`config.mk`:
```
export PLATFORM = sky130hd
export DESIGN_NAME = bl_corr_top
export DESIGN_NICKNAME = d
export VERILOG_FILES = /design/src/rtl/bl_corr_pkg.sv /design/src/rtl/bl_window_buf.sv /design/src/rtl/bl_sweep_ctrl.sv /design/src/rtl/bl_sat_step.sv /design/src/rtl/bl_corr_top.sv
export SDC_FILE = /design/constraint.sdc
export NUM_CORES = 2
export LEC_CHECK = 0
export ABC_AREA = 0
export ABC_CLOCK_PERIOD_IN_PS = 33400
export BUFFER_PORTS_ARGS = -buffer_cell sky130_fd_sc_hd__buf_2
export CAP_MARGIN = 25
export CORE_ASPECT_RATIO = 0.5
export CORE_MARGIN = 2
export CORE_UTILIZATION = 45
export DETAILED_ROUTE_END_ITERATION = 7
export GPL_TIMING_DRIVEN = 0
export PLACE_DENSITY_LB_ADDON = 0.1
export SYNTH_ARGS = -nofsm -noshare
export SYNTH_HDL_FRONTEND = slang
export SYNTH_HIERARCHICAL = 1
export SYNTH_SLANG_ARGS = --single-unit
```
`constraint.sdc`:
```
create_clock -name clk -period 33.4 [get_ports clk]
set_input_delay 1.67 -clock clk [delete_from_list [all_inputs] [get_ports clk]]
set_output_delay 1.67 -clock clk [all_outputs]
set_load 0.01 [all_outputs]
```
`src/rtl/bl_corr_pkg.sv`:
```
package bl_corr_pkg;
  typedef enum logic [1:0] {
    SEL_AUTO = 2'd0,
    SEL_XRE  = 2'd1,
    SEL_XIM  = 2'd2
  } rd_sel_e;

  typedef enum logic {
    PH_AUTO  = 1'b0,
    PH_CROSS = 1'b1
  } phase_e;
endpackage

```
`src/rtl/bl_window_buf.sv`:
```
module bl_window_buf #(
  parameter int DW = 8,
  parameter int L  = 8,
  parameter int FW = $clog2(L + 1)
) (
  input  logic          clk,
  input  logic          rst,
  input  logic          accept,
  input  logic [DW-1:0] din,
  output logic [DW-1:0] new_q,
  output logic [DW-1:0] old_q,
  output logic          old_v,
  output logic [FW-1:0] fill
);
  localparam int PW = (L > 1) ? $clog2(L) : 1;

  logic [DW-1:0] mem [L];
  logic [PW-1:0] ptr;

  // Read-before-write on the slot that is about to be reused.
  always_ff @(posedge clk) begin
    if (accept) begin
      old_q    <= mem[ptr];
      mem[ptr] <= din;
      new_q    <= din;
    end
  end

  always_ff @(posedge clk) begin
    if (rst) begin
      ptr   <= '0;
      fill  <= '0;
      old_v <= 1'b0;
    end else if (accept) begin
      ptr   <= (ptr == PW'(L - 1)) ? '0 : ptr + 1'b1;
      old_v <= (fill == FW'(L));
      if (fill != FW'(L)) fill <= fill + 1'b1;
    end
  end

  a_r9_fill_limit: assert property (@(posedge clk) disable iff (rst)
    fill <= FW'(L));
  a_r3_old_only_full: assert property (@(posedge clk) disable iff (rst)
    accept && (fill != FW'(L)) |=> !old_v);
endmodule

```
`src/rtl/bl_sweep_ctrl.sv`:
```
module bl_sweep_ctrl
  import bl_corr_pkg::*;
#(
  parameter int K  = 4,
  parameter int N  = 8,
  parameter int RW = 2,
  parameter int CW = 3
) (
  input  logic          clk,
  input  logic          rst,
  input  logic          start,
  output logic          busy,
  output logic          done,
  output phase_e        phase,
  output logic [RW-1:0] row,
  output logic [CW-1:0] col
);
  logic [CW-1:0] col_last;
  assign col_last = (phase == PH_AUTO) ? CW'(K - 1) : CW'(N - 1);

  always_ff @(posedge clk) begin
    if (rst) begin
      busy  <= 1'b0;
      done  <= 1'b0;
      phase <= PH_AUTO;
      row   <= '0;
      col   <= '0;
    end else begin
      done <= 1'b0;
      if (!busy) begin
        if (start) begin
          busy  <= 1'b1;
          phase <= PH_AUTO;
          row   <= '0;
          col   <= '0;
        end
      end else if (col == col_last) begin
        col <= '0;
        if (row == RW'(K - 1)) begin
          row <= '0;
          if (phase == PH_AUTO) begin
            phase <= PH_CROSS;
          end else begin
            busy <= 1'b0;
            done <= 1'b1;
          end
        end else begin
          row <= row + 1'b1;
        end
      end else begin
        col <= col + 1'b1;
      end
    end
  end

  a_r6_done_single: assert property (@(posedge clk) disable iff (rst)
    done |=> !done);
  a_r6_idle_at_done: assert property (@(posedge clk) disable iff (rst)
    done |-> !busy);
  a_r6_done_after_busy: assert property (@(posedge clk) disable iff (rst)
    $rose(done) |-> $past(busy));
endmodule

```
`src/rtl/bl_sat_step.sv`:
```
module bl_sat_step #(
  parameter int W = 8
) (
  input  logic signed [W-1:0] cur,
  input  logic signed [W+1:0] add_t,
  input  logic signed [W+1:0] sub_t,
  output logic signed [W-1:0] nxt,
  output logic                clip
);
  localparam int SW = W + 3;
  localparam logic signed [SW-1:0] HI = SW'((2 ** (W - 1)) - 1);
  localparam logic signed [SW-1:0] LO = -HI - SW'(1);

  logic signed [SW-1:0] sum;

  always_comb begin
    sum = {{3{cur[W-1]}}, cur} + {add_t[W+1], add_t} - {sub_t[W+1], sub_t};
    clip = 1'b0;
    if (sum > HI) begin
      nxt  = HI[W-1:0];
      clip = 1'b1;
    end else if (sum < LO) begin
      nxt  = LO[W-1:0];
      clip = 1'b1;
    end else begin
      nxt = sum[W-1:0];
    end
  end
endmodule

```
`src/rtl/bl_corr_top.sv`:
```
module bl_corr_top
  import bl_corr_pkg::*;
#(
  parameter int K  = 4,
  parameter int N  = 8,
  parameter int L  = 8,
  parameter int W  = 8,
  parameter int RW = (K > 1) ? $clog2(K) : 1,
  parameter int CW = ((K > N ? K : N) > 1) ? $clog2(K > N ? K : N) : 1,
  parameter int FW = $clog2(L + 1)
) (
  input  logic          clk,
  input  logic          rst,
  input  logic          bit_valid,
  input  logic [K-1:0]  bits_in,
  input  logic [N*W-1:0] re_in,
  input  logic [N*W-1:0] im_in,
  input  logic [1:0]    rd_sel,
  input  logic [RW-1:0] rd_row,
  input  logic [CW-1:0] rd_col,
  output logic [W-1:0]  rd_data,
  output logic          busy,
  output logic          done,
  output logic [FW-1:0] fill,
  output logic          ovf
);
  localparam int DW = K + 2 * N * W;
  localparam logic signed [W+1:0] P1 = (W + 2)'(1);

  logic accept;
  logic [DW-1:0] new_w, old_w;
  logic old_v;
  phase_e phase;
  logic [RW-1:0] row;
  logic [CW-1:0] col;

  assign accept = bit_valid && !busy;

  bl_window_buf #(.DW(DW), .L(L), .FW(FW)) win_i (
    .clk(clk), .rst(rst), .accept(accept),
    .din({bits_in, re_in, im_in}),
    .new_q(new_w), .old_q(old_w), .old_v(old_v), .fill(fill)
  );

  bl_sweep_ctrl #(.K(K), .N(N), .RW(RW), .CW(CW)) ctl_i (
    .clk(clk), .rst(rst), .start(bit_valid),
    .busy(busy), .done(done), .phase(phase), .row(row), .col(col)
  );

  logic [K-1:0]   nb, ob;
  logic [N*W-1:0] nre, nim, ore, oim;
  assign {nb, nre, nim} = new_w;
  assign {ob, ore, oim} = old_w;

  logic signed [W-1:0] rbb [K][K];
  logic signed [W-1:0] rre [K][N];
  logic signed [W-1:0] rim [K][N];

  // Auto term: XNOR of two decisions selects +1 or -1.
  logic p_new, p_old;
  logic signed [W+1:0] bb_add, bb_sub;
  logic signed [W-1:0] bb_nxt;
  logic bb_clip;
  assign p_new  = ~(nb[row] ^ nb[col]);
  assign p_old  = ~(ob[row] ^ ob[col]);
  assign bb_add = p_new ? P1 : -P1;
  assign bb_sub = !old_v ? '0 : (p_old ? P1 : -P1);

  bl_sat_step #(.W(W)) bb_step_i (
    .cur(rbb[row][col]), .add_t(bb_add), .sub_t(bb_sub),
    .nxt(bb_nxt), .clip(bb_clip)
  );

  // Cross terms: decision sign picks add or subtract of the sample.
  logic signed [W+1:0] sre_n, sre_o, sim_n, sim_o;
  logic signed [W+1:0] re_add, re_sub, im_add, im_sub;
  logic signed [W-1:0] re_nxt, im_nxt;
  logic re_clip, im_clip;
  logic [W-1:0] t_nre, t_ore, t_nim, t_oim;

  always_comb begin
    t_nre = nre[col*W +: W];
    t_ore = ore[col*W +: W];
    t_nim = nim[col*W +: W];
    t_oim = oim[col*W +: W];
    sre_n = {{2{t_nre[W-1]}}, t_nre};
    sre_o = {{2{t_ore[W-1]}}, t_ore};
    sim_n = {{2{t_nim[W-1]}}, t_nim};
    sim_o = {{2{t_oim[W-1]}}, t_oim};
    re_add = nb[row] ? sre_n : -sre_n;
    im_add = nb[row] ? sim_n : -sim_n;
    re_sub = !old_v ? '0 : (ob[row] ? sre_o : -sre_o);
    im_sub = !old_v ? '0 : (ob[row] ? sim_o : -sim_o);
  end

  bl_sat_step #(.W(W)) re_step_i (
    .cur(rre[row][col]), .add_t(re_add), .sub_t(re_sub),
    .nxt(re_nxt), .clip(re_clip)
  );
  bl_sat_step #(.W(W)) im_step_i (
    .cur(rim[row][col]), .add_t(im_add), .sub_t(im_sub),
    .nxt(im_nxt), .clip(im_clip)
  );

  always_ff @(posedge clk) begin
    if (rst) begin
      for (int i = 0; i < K; i++) begin
        for (int j = 0; j < K; j++) rbb[i][j] <= '0;
        for (int n = 0; n < N; n++) begin
          rre[i][n] <= '0;
          rim[i][n] <= '0;
        end
      end
      ovf <= 1'b0;
    end else if (busy) begin
      if (phase == PH_AUTO) begin
        rbb[row][col] <= bb_nxt;
        if (bb_clip) ovf <= 1'b1;
      end else begin
        rre[row][col] <= re_nxt;
        rim[row][col] <= im_nxt;
        if (re_clip || im_clip) ovf <= 1'b1;
      end
    end
  end

  // Registered read port.
  always_ff @(posedge clk) begin
    if (rst) begin
      rd_data <= '0;
    end else begin
      rd_data <= '0;
      case (rd_sel)
        SEL_AUTO: if (int'(rd_row) < K && int'(rd_col) < K) rd_data <= rbb[rd_row][rd_col];
        SEL_XRE:  if (int'(rd_row) < K && int'(rd_col) < N) rd_data <= rre[rd_row][rd_col];
        SEL_XIM:  if (int'(rd_row) < K && int'(rd_col) < N) rd_data <= rim[rd_row][rd_col];
        default:  rd_data <= '0;
      endcase
    end
  end

  a_r5_ovf_sticky: assert property (@(posedge clk) disable iff (rst)
    ovf |=> ovf);
  a_r7_fill_frozen_busy: assert property (@(posedge clk) disable iff (rst)
    busy |=> $stable(fill));
  a_r5_clip_sets_ovf: assert property (@(posedge clk) disable iff (rst)
    busy && (phase == PH_CROSS) && re_clip |=> ovf);
endmodule

```
==> run summary <==
area leader, netlist: edfxtp_1
Startpoint Class: flip-flop
Placed Area: 94700 sq um
Primary FF master, synth: edfxtp_1
total track usage: 29.2%
Final period util: 24.3%
critical path depth: 16
min cycle time layout: 8.13 ns
clock skew: 0.0743 ns
I/O Pins: 157
synthesized flop and latch total: 1985
distinct cell type count after synthesis: 87
WL/cell: 34.5 um
DIE AREA: 201000 sq um
H-tree depth: 4
Cell Area, Synth: 88800 sq um
total chip power: 6.39 mW
maximum clock frequency: 0.123 GHz
sequential area share after synthesis: 66.8%
crit-path leading delay family: buffers and inverters
Tightest Hold Check Type: flip-flop to flip-flop
Pleak: 33.7 nW
WHS Endpoint: ovf
Post-Syn Area per Cell: 16.6 sq um
Area contributors post-synth: edfxtp_1 (66%), mux4_2 (10%), and2_1 (4.6%)
Die Y: 318 um
via count of the first global-routing pass: 53.5k
antenna-violating nets left: 0
Required @ worst endpoint: 34.07 ns
switching share of power: 32.0%
cells along the critical path: clkbuf_1 > clkbuf_1 > mux4_2 > mux4_2 > nand2_1 > nand2_1 > fa_1 > fa_1 > a211oi_1 > o21ai_1 > a2111o_1 > nand3_2 > o21ai_2 > a21oi_1 > clkbuf_1 > and2_1
input/output buffers: 154
NumNets Final: 6021
CTS Buf Count: 188
layout cells sized above 1: 24.6%
IR drop worst, VDD: 0.0710 mV
worst r2r path cells: 16
max-cap violations: 0
Synth top area share: 66.3%
via count: 53.6k
RSZ-0062 raised after global routing: no
EDFF count, synth: 1960
Starting Density: 45.2%
status: finished, final reports clean
Final Hold Viols: 0
HP Start: ovf
commonest non-fill, non-tap cell in the layout: edfxtp_1
worst r2r src: ctl_i/row[1]
cell area after layout: 101000 sq um
CP Data Arrival Time: 8.80 ns
Buf+Inv Stages, Crit Path: 3
YS warnings: 6
Bufs on Longest Clock Path: 4
internal power: 4.35 mW
final setup fails: 0
Worst R2R Setup Slack: 25.27 ns
Post-CTS Setup Repair Bufs: 0
pin count of the biggest net entering global routing: 34
max-slew violations: 0
Hold WS: 0.529 ns
Clk Latency, worst-skew pair: 0.87 ns
via/cell ratio: 6.24
FF-to-FF End: rim[1][48]
element type at the critical path end: flip-flop
die width: 632 um
cts repair resizes: 0
Synthesized Nets: 5550
DRT Pass-1 Iters: 6
Cell Pwr Density: 63.5 nW/um^2
Synth-to-Final Area Change: 13.4%
grt ovf: 0
Detailed Route Iter0 Violations: 7459
initial antenna violation count: 30
Worst Setup Path Type: flip-flop to flip-flop
CTS tree: yes
Max-slew headroom: 24.2%
CTS hold repair buffers: 0
Core Area: 196000 sq um
Max FO, Critical Path: 10
Routed WL: 296000 um
FILL cells: 16.2k
hold-critical path depth: 2
Sequential Power Share: 44.6%
DRC viols: 0
Core Util, Final: 51.3%
worst-margin pin slew: 1.13 ns
Placer Congestion: 0.947
Psw: 2.05 mW
Syn Inst Count: 5335
first-pass GRT wire length: 411000 um
root buf cell: clkbuf_16
Worst-path clk slew: 0.06 ns
clock power share: 33.5%
Max stage delay on crit path: 0.89 ns
Top cell by count, worst path: clkbuf_1
slowest stage cell, crit path: a21oi_1
commonest cells after routing, fill and taps aside: edfxtp_1 (1960), and2_1 (649), mux4_2 (413), buf_2 (268), mux2_2 (264)
Gate power share: 21.9%
dpl hpwl: 210000 um
ys async rst share: 0%
CTS sink cnt: 1985
site row count: 115
## cell type report
type / count / area [sq um] / area share, %
Sequential cell: 1985 / 59400 / 59.0
Multi-Input combinational cell: 2879 / 27400 / 27.2
Clock buffer: 238 / 5000 / 4.97
Tap cell: 2632 / 3290 / 3.27
Timing Repair Buffer: 281 / 2570 / 2.55
Buffer: 365 / 1720 / 1.71
Clock inverter: 98 / 923 / 0.917
Inverter: 106 / 398 / 0.395
Antenna cell: 7 / 17.5 / 0.0174
## worst max-delay path by stage
stage	from	end	slack [ns]
finish	ctl_i/row[1]	rim[1][48]	25.27
global route	ctl_i/row[1]	rim[1][48]	25.14
CTS	ctl_i/row[1]	rim[1][48]	25.47
detailed placement	ctl_i/row[1]	rim[1][24]	25.50
global placement	bit_valid	win_i/mem[2][42]	-7.66
floorplan	bit_valid	win_i/mem[2][0]	9.14
## worst reg2reg max path: cells and delay by family, from the launching register on
family	cells	cell delay [ns]
buf+inv	3	2.40
flops	1	0.71
compound gates	5	2.06
fa+ha+maj	2	1.08
mux	2	0.97
simple gates	4	0.78
## per-layer routing
| layer | vias up | share of wire (%) | wire length [um] | global-route usage, % |
|---|---|---|---|---|
| met4 | 10 | 4.0 | 11800 | 10.2 |
| met3 | 586 | 9.8 | 29200 | 7.09 |
| met2 | 2922 | 46 | 136000 | 45.5 |
| li1 | 21900 | - | - | - |
| met1 | 28200 | 40 | 119000 | 40.2 |
| met5 | - | 0.025 | 73 | 0 |
## cells in the mapped netlist, types with 51 or more instances
master    instances
a21oi_1         104
a221oi_1         89
a22oi_1         147
and2_1          649
buf_2           113
clkbuf_1        178
edfxtp_1       1960
inv_1           102
mux2_2          264
mux2i_1         208
mux4_2          413
nand2_1         135
nor2_1          197
o21ai_0         151
o22ai_1          57
or2_2            51
## power groups by stage
stage / Clock (mW) / Combinational, mW / Sequential, mW
2_1_floorplan: 0 / 0.692 / 2.90
3_3_place_gp: 0 / 1.33 / 2.93
3_5_place_dp: 0 / 1.36 / 2.91
4_1_cts: 2.17 / 1.37 / 2.85
5_1_grt: 2.27 / 1.45 / 2.86
6_report: 2.14 / 1.40 / 2.85
## per-stage QoR
step	cells	setup WS, ns	setup TNS (ns)
2_1_floorplan	5335	9.14	0
3_3_place_gp	8121	-7.66	-3398.10
3_5_place_dp	8241	25.50	0
4_1_cts	8577	25.47	0
5_1_grt	8586	25.14	0
6_report	8591	25.27	0
## logic make-up after synthesis
group | after synthesis | share of synthesized area [%]
AO/OA/AOI/OAI | 704 | 5.43
XOR/XNOR | 44 | 0.434
adder cells (fa/ha/maj) | 73 | 1.28
buffers and inverters | 471 | 2.38
flip-flops | 1985 | 66.8
multiplexers | 892 | 16.3
other | 1 | 0.00422
AND/OR/NAND/NOR | 1165 | 7.29
## registers in the layout (all words and copies together) (netlist names)
name,count
rim,256
win_i/old_q,132
rre,256
ovf,1
win_i/mem,1056
rd_data,8
ctl_i/busy,1
ctl_i/col,3
rbb,128
ctl_i/phase,1
win_i/fill,4
win_i/ptr,3
win_i/new_q,132
win_i/old_v,1
ctl_i/done,1
ctl_i/row,2
Power figures use the tool's default switching activity.
